`src/rtl/evt_timer_pkg.sv`:
```
`timescale 1ns/1ps
package evt_timer_pkg;
   localparam int unsigned REG_ADDR_W = 3;

   localparam logic [REG_ADDR_W-1:0] A_COUNT  = 3'd0;
   localparam logic [REG_ADDR_W-1:0] A_RELOAD = 3'd1;
   localparam logic [REG_ADDR_W-1:0] A_CTRL   = 3'd2;
   localparam logic [REG_ADDR_W-1:0] A_PEND   = 3'd3;
   localparam logic [REG_ADDR_W-1:0] A_IEN    = 3'd4;

   localparam int unsigned CTRL_W = 4;
   localparam int unsigned RUN_BIT = 3;

   localparam logic [2:0] MODE_EVT_RISE = 3'b100;
   localparam logic [2:0] MODE_EVT_FALL = 3'b101;

   typedef struct packed {
      logic       run;
      logic [2:0] mode;
   } ctrl_t;
endpackage

```
`src/rtl/evt_edge_det.sv`:
```
`timescale 1ns/1ps
module evt_edge_det #(
   parameter int unsigned SYNC_STAGES = 2
) (
   input  logic clk,
   input  logic rst_n,
   input  logic evt_in,
   input  logic fall_sel,
   output logic pulse
);
   localparam int unsigned LAST = SYNC_STAGES - 1;

   if (SYNC_STAGES < 2) begin : g_bad_sync
      $error("evt_edge_det: SYNC_STAGES must be at least 2");
   end

   logic [SYNC_STAGES-1:0] sync_q;
   logic                   prev_q;

   always_ff @(posedge clk or negedge rst_n) begin
      if (!rst_n) begin
         sync_q <= '0;
         prev_q <= 1'b0;
      end else begin
         sync_q <= {sync_q[SYNC_STAGES-2:0], evt_in};
         prev_q <= sync_q[LAST];
      end
   end

   // Edge found from two registered samples only; polarity just picks which.
   logic rise, fall;
   assign rise  = sync_q[LAST] & ~prev_q;
   assign fall  = ~sync_q[LAST] & prev_q;
   assign pulse = fall_sel ? fall : rise;
endmodule

```
`src/rtl/evt_down_ctr.sv`:
```
`timescale 1ns/1ps
module evt_down_ctr #(
   parameter int unsigned CNT_W = 16
) (
   input  logic             clk,
   input  logic             rst_n,
   input  logic             ld,
   input  logic [CNT_W-1:0] ld_val,
   input  logic [CNT_W-1:0] rel_val,
   input  logic             step,
   output logic [CNT_W-1:0] cnt,
   output logic             uflow
);
   localparam logic [CNT_W-1:0] ZERO = '0;
   localparam logic [CNT_W-1:0] ONE  = CNT_W'(1);

   logic at_zero;
   assign at_zero = (cnt == ZERO);
   assign uflow   = step & at_zero & ~ld;

   always_ff @(posedge clk or negedge rst_n) begin
      if (!rst_n)
         cnt <= ZERO;
      else if (ld)
         cnt <= ld_val;
      else if (step)
         cnt <= at_zero ? rel_val : (cnt - ONE);
   end
endmodule

```
`src/rtl/evt_pend_irq.sv`:
```
`timescale 1ns/1ps
module evt_pend_irq #(
   parameter bit REG_IRQ = 1'b0
) (
   input  logic clk,
   input  logic rst_n,
   input  logic set,
   input  logic clr,
   input  logic ien,
   input  logic glb_ie,
   output logic pend,
   output logic irq
);
   always_ff @(posedge clk or negedge rst_n) begin
      if (!rst_n)
         pend <= 1'b0;
      else if (set)
         pend <= 1'b1;
      else if (clr)
         pend <= 1'b0;
   end

   logic irq_raw;
   assign irq_raw = pend & ien & glb_ie;

   if (REG_IRQ) begin : g_irq_reg
      logic irq_q;
      always_ff @(posedge clk or negedge rst_n) begin
         if (!rst_n) irq_q <= 1'b0;
         else        irq_q <= irq_raw;
      end
      assign irq = irq_q;
   end else begin : g_irq_comb
      assign irq = irq_raw;
   end
endmodule

```
`src/rtl/evt_reload_timer.sv`:
```
`timescale 1ns/1ps
module evt_reload_timer #(
   parameter int unsigned CNT_W       = 16,
   parameter int unsigned SYNC_STAGES = 2,
   parameter bit          REG_IRQ     = 1'b0
) (
   input  logic             clk,
   input  logic             rst_n,
   input  logic             wr_en,
   input  logic [2:0]       wr_addr,
   input  logic [CNT_W-1:0] wr_data,
   input  logic [2:0]       rd_addr,
   output logic [CNT_W-1:0] rd_data,
   input  logic             evt_in,
   input  logic             glb_ie,
   output logic             irq
);
   import evt_timer_pkg::*;

   localparam int unsigned PAD_CTRL = CNT_W - CTRL_W;
   localparam int unsigned PAD_BIT  = CNT_W - 1;

   if (CNT_W < 4) begin : g_bad_width
      $error("evt_reload_timer: CNT_W must be at least 4");
   end

   ctrl_t            ctrl_q;
   logic [CNT_W-1:0] reload_q;
   logic             ien_q;
   logic [CNT_W-1:0] cnt_q;
   logic             pend_q;
   logic             evt_pulse, step, uflow;

   logic cnt_ld, rel_wr, ctrl_wr, ien_wr, pend_clr;
   assign cnt_ld   = wr_en & (wr_addr == A_COUNT);
   assign rel_wr   = wr_en & (wr_addr == A_RELOAD);
   assign ctrl_wr  = wr_en & (wr_addr == A_CTRL);
   assign ien_wr   = wr_en & (wr_addr == A_IEN);
   assign pend_clr = wr_en & (wr_addr == A_PEND) & wr_data[0];

   always_ff @(posedge clk or negedge rst_n) begin
      if (!rst_n) begin
         ctrl_q   <= '0;
         reload_q <= '0;
         ien_q    <= 1'b0;
      end else begin
         if (ctrl_wr) ctrl_q   <= ctrl_t'(wr_data[CTRL_W-1:0]);
         if (rel_wr)  reload_q <= wr_data;
         if (ien_wr)  ien_q    <= wr_data[0];
      end
   end

   logic run, evt_mode;
   assign run      = ctrl_q.run;
   assign evt_mode = (ctrl_q.mode == MODE_EVT_RISE) | (ctrl_q.mode == MODE_EVT_FALL);
   assign step     = evt_pulse & run & evt_mode;

   evt_edge_det #(.SYNC_STAGES(SYNC_STAGES)) u_edge (
      .clk(clk), .rst_n(rst_n), .evt_in(evt_in),
      .fall_sel(ctrl_q.mode[0]), .pulse(evt_pulse)
   );

   evt_down_ctr #(.CNT_W(CNT_W)) u_ctr (
      .clk(clk), .rst_n(rst_n), .ld(cnt_ld), .ld_val(wr_data),
      .rel_val(reload_q), .step(step), .cnt(cnt_q), .uflow(uflow)
   );

   evt_pend_irq #(.REG_IRQ(REG_IRQ)) u_pend (
      .clk(clk), .rst_n(rst_n), .set(uflow), .clr(pend_clr),
      .ien(ien_q), .glb_ie(glb_ie), .pend(pend_q), .irq(irq)
   );

   always_comb begin
      unique case (rd_addr)
         A_COUNT:  rd_data = cnt_q;
         A_RELOAD: rd_data = reload_q;
         A_CTRL:   rd_data = {{PAD_CTRL{1'b0}}, ctrl_q};
         A_PEND:   rd_data = {{PAD_BIT{1'b0}}, pend_q};
         A_IEN:    rd_data = {{PAD_BIT{1'b0}}, ien_q};
         default:  rd_data = '0;
      endcase
   end
endmodule

```
`config.mk`:
```
export PLATFORM = sky130hd
export DESIGN_NAME = evt_reload_timer
export DESIGN_NICKNAME = d
export VERILOG_FILES = /design/src/rtl/evt_timer_pkg.sv /design/src/rtl/evt_edge_det.sv /design/src/rtl/evt_down_ctr.sv /design/src/rtl/evt_pend_irq.sv /design/src/rtl/evt_reload_timer.sv
export SDC_FILE = /design/constraint.sdc
export NUM_CORES = 1
export LEC_CHECK = 0
export ABC_AREA = 1
export BUFFER_PORTS_ARGS = -buffer_cell sky130_fd_sc_hd__buf_2
export CORE_ASPECT_RATIO = 1.5
export CORE_MARGIN = 2
export CORE_UTILIZATION = 30
export DETAILED_ROUTE_END_ITERATION = 7
export SYNTH_ARGS = -nofsm -noshare
export SYNTH_HDL_FRONTEND = slang
export SYNTH_SLANG_ARGS = --single-unit
```
`constraint.sdc`:
```
create_clock -name clk -period 1.7 [get_ports clk]
set_input_delay 0.425 -clock clk [delete_from_list [all_inputs] [get_ports clk]]
set_output_delay 0.425 -clock clk [all_outputs]
set_load 0.01 [all_outputs]
```
==> summary.md <==
The run gives 1220 ps as the endpoint arrival time on the critical path. The logs give 37.3% for the fraction of the yosys area taken by sequential cells and 941 for the filler cell count. For the pin count of the biggest net entering global routing, the log shows 42. The number of antenna diodes in the final layout is 0.

CTS saw 41 sinks. Tracing the worst setup path back leads to its startpoint at rd_addr[1]. The synthesized netlist occupies a cell area of 2750 um^2. The number of buffers inserted by port buffering came out at 43. Derived from the worst setup path, the maximum achievable clock frequency is 0.606 GHz. The async set-or-reset flop fraction in the synthesized netlist is 100%. The detailed router finished its first iteration with 208 violations.

The post-detailed-placement cell area is 3140 um^2, and the number of standard cells in the layout, taps in and fillers out is 561. The tools report the global-route congestion overflow total as 0. The path class of the tightest hold or removal check is input pin to asynchronous set/reset pin. Counting the buffers created by CTS gives 5.

The maximum ir drop on the vdd rail is 0.523 mV, and the clock network fraction of total power is 28.5%. The flip-flop and latch count after synthesis was 41. In this run switching power makes up 38.7% of total power. Of the total power, registers draw 34.7%.

Synthesis produced a netlist whose cell count is 396. The number of hold buffers added after CTS was 0. TritonCTS built the clock tree. Max-capacitance violation count: 0. The depth of the worst register-to-register path was 8; the count of nets after finishing was 479. The share of layout cells above drive strength 1 was 22.8%.

The clock transition at the registers of the reported paths is 60 ps. CTS placed an instance of sky130_fd_sc_hd__clkbuf_16 at the clock tree root. Setup repair after global routing could not meet its margin everywhere.

The flow ran to the end, and the final reports show no timing, DRC or antenna violations. The finished cells cover 3390 um^2. The count of placed standard cells including taps is 553, and the mean cell area of the mapped netlist is 6.94 um^2. In this run the power spent charging and discharging nets is 1.56 mW. For the routed wire length, the log shows 7490 um. For the initial antenna violation count, the log shows 0.

The run gives 0 ps as the total negative slack. The nature of the critical path endpoint is a primary output. The internal portion of the total power is 2.48 mW.

The tools report the worst flop-to-flop path startpoint as u_ctr.cnt[1]. The Yosys warning count is 0, and the clock tree skew after final layout is 5.52 ps. The end of the worst register-to-register path was u_ctr.cnt[0].

The worst setup path is launched from an input pin. The run gives 1270 ps as the required time of the worst setup path. In the finished design, the share of the clock period the worst path needs comes to 97.0%. At the end of routability-driven placement, the weighted congestion stood at 0.847.

For the number of slew-limit violations in the final report, the log shows 0. The tools report the insertion delay to the later sink of the worst-skew pair as 300 ps. The largest fanout of any net on the critical path works out to 8. The die covers 9960 um^2. The die height was 121 um. Setup violations remaining at the end of the flow were counted as 0. The number of levels in the clock H-tree was 2. After detailed routing, the average wire length per cell comes to 13.4 um. The number of optimization iterations in the first detailed-route pass is 4.

The run gives 8880 um^2 as the core outline area. The most frequently used flop master after synthesis is sky130_fd_sc_hd__dfrtp_1. The die is 82.2 um wide. The via count of the first global-routing pass came out at 2650. Counting flops with a built-in enable in the synthesized netlist gives 0. The initial utilization of the core area, before any placement, comes to 31.0%.

The tightest slew margin relative to the limit was 63.2%. Count of cell types in the netlist: 29. The run gives 44 as the number of placed I/O pins.

The detail route stage leaves a number of antenna-violating nets equal to 0. For this run, design rule violations remaining after detail routing come to 0. For the slack of the worst reg-to-reg path, the log shows 160 ps. Dividing total power by cell area gives a power density of 1190 nW/um^2.

In this run the static leakage power is 1.77 nW. Global routing used 16.6% of the available tracks across all layers. Dividing the detail-routed via count by the number of cells gives 4.81.

The run gives 2698 as the total vias in the final route. Transition time of the tightest slew-check pin: 553 ps. In this run the worst setup path terminates at rd_data[3].

Per report_power, the combinational group accounts for 36.8% of the total. The logs give 5530 um for the detailed placement HPWL and 0 for the count of endpoints failing hold in the final timing report. The wire length of the first global-routing pass was 12500 um; the final critical path time including I/O delays and setup was 1650 ps. For the total number of placement rows, the log shows 42. Counting every net in the synthesized netlist gives 425.

The worst setup path is of the input pin to primary output kind. The post-synthesis to final-layout area growth was 23.3%. No sink is reached through more buffers than the 2 on the longest clock path.
==> worst max-delay path, cell delays in order <==
cell and delay, ps:
sky130_fd_sc_hd__buf_2 120, sky130_fd_sc_hd__inv_1 70, sky130_fd_sc_hd__nand3_1 110, sky130_fd_sc_hd__buf_4 190
sky130_fd_sc_hd__o221ai_1 140, sky130_fd_sc_hd__buf_2 160
==> placed cells by master, fill, tap and decap left out, types with 2 or more instances in the layout <==
master	count
sky130_fd_sc_hd__a21oi_1	13
sky130_fd_sc_hd__buf_12	2
sky130_fd_sc_hd__buf_2	43
sky130_fd_sc_hd__buf_4	11
sky130_fd_sc_hd__buf_6	3
sky130_fd_sc_hd__clkbuf_16	5
sky130_fd_sc_hd__dfrtp_1	41
sky130_fd_sc_hd__ha_1	2
sky130_fd_sc_hd__inv_1	67
sky130_fd_sc_hd__inv_2	3
sky130_fd_sc_hd__nand2_1	98
sky130_fd_sc_hd__nand2_2	5
sky130_fd_sc_hd__nand2_4	2
sky130_fd_sc_hd__nand3_1	57
sky130_fd_sc_hd__nand3_2	2
sky130_fd_sc_hd__nand3_4	2
sky130_fd_sc_hd__nor2_1	31
sky130_fd_sc_hd__nor2_2	8
sky130_fd_sc_hd__nor2_4	4
sky130_fd_sc_hd__o21ai_0	27
sky130_fd_sc_hd__o221ai_2	2
sky130_fd_sc_hd__o22ai_1	8
sky130_fd_sc_hd__o22ai_2	3
==> power groups by stage <==
| stage | clock network (mW) | registers (mW) | logic [mW] |
|---|---|---|---|
| 4_1_cts | 1.17 | 1.40 | 1.46 |
| 6_report | 1.15 | 1.40 | 1.49 |
| 5_1_grt | 1.21 | 1.44 | 1.72 |
| 2_1_floorplan | 0 | 1.36 | 1.07 |
| 3_3_place_gp | 0 | 1.41 | 1.43 |
| 3_5_place_dp | 0 | 1.41 | 1.44 |
==> stage by stage <==
step	total power [mW]	util, %	worst slack (ps)	hold WS [ps]
2_1_floorplan	2.43	-	114	129
3_3_place_gp	2.84	35.4	-19.8	332
3_5_place_dp	2.86	35.4	-35.9	342
4_1_cts	4.03	37.5	-3.83	224
5_1_grt	4.36	38.2	-12.9	237
6_report	4.04	38.2	50.5	195
==> layout make-up <==
type / instances / area, um^2 / area share [%]
inverters: 71 / 269 / 7.93
repair buffers: 59 / 372 / 11.0
multi-input cells: 272 / 1410 / 41.6
clock buffers: 6 / 139 / 4.09
flip-flops and latches: 41 / 1030 / 30.2
clock inverters: 2 / 37.5 / 1.11
well taps: 110 / 138 / 4.06
==> Yosys cell counts (4+ instances only) <==
cell type                  instances  area, um^2
sky130_fd_sc_hd__nand2_1          99         372
sky130_fd_sc_hd__inv_1            69         259
sky130_fd_sc_hd__nand3_1          57         285
sky130_fd_sc_hd__dfrtp_1          41        1030
sky130_fd_sc_hd__nor2_1           33         124
sky130_fd_sc_hd__o21ai_0          27         135
sky130_fd_sc_hd__a21oi_1          13        65.1
sky130_fd_sc_hd__o22ai_1          12        75.1
sky130_fd_sc_hd__nor2_2            8        50.1
sky130_fd_sc_hd__clkbuf_1          5        18.8
sky130_fd_sc_hd__buf_6             4        45.0
sky130_fd_sc_hd__nand2_2           4        25.0
==> logic make-up (layout without fill, tap and decap cells) <==
kind of cell	count (synthesis)	in the layout	synth area share (%)
flip-flops	41	41	37.3
AO/OA/AOI/OAI	58	58	12.2
buffers and inverters	83	138	13.6
AND/OR/NAND/NOR	212	212	35.9
adder cells (fa/ha/maj)	2	2	0.910
==> sequential cells by signal, summed over array words and instances (netlist names) <==
register	count
u_edge.sync_q	2
u_pend.pend	1
run	1
reload_q	16
u_ctr.cnt	16
u_edge.prev_q	1
ctrl_q	3
ien_q	1
==> per-layer routing <==
metal  global-route usage [%]  part of all wire [%]  routed length [um]
met4                     6.25                   1.8                 136
met1                     19.3                    40                3010
met3                     2.53                   2.8                 210
met2                     29.9                    55                4140
met5                        0                     0                   0
==> worst min path at each step <==
stage	start	to	slack, ps	cells past startpoint
after global placement	u_edge.sync_q[0]	u_edge.sync_q[1]	330	0
final	rst_n	ctrl_q[2]	190	2
after floorplan	rst_n	ctrl_q[0]	130	0
after CTS	rst_n	reload_q[8]	220	2
after global routing	evt_in	u_edge.sync_q[0]	240	1
after detailed placement	u_edge.sync_q[0]	u_edge.sync_q[1]	340	0
==> timing repair <==
item | CTS | global route
endpoints found under the setup margin | 8 | 20
buffers inserted | 0 | 0
pin swaps | 0 | 1
hold endpoints to repair | 0 | 0
gates resized for setup | 3 | 14
No activity file was read; power rests on OpenSTA's default activity.
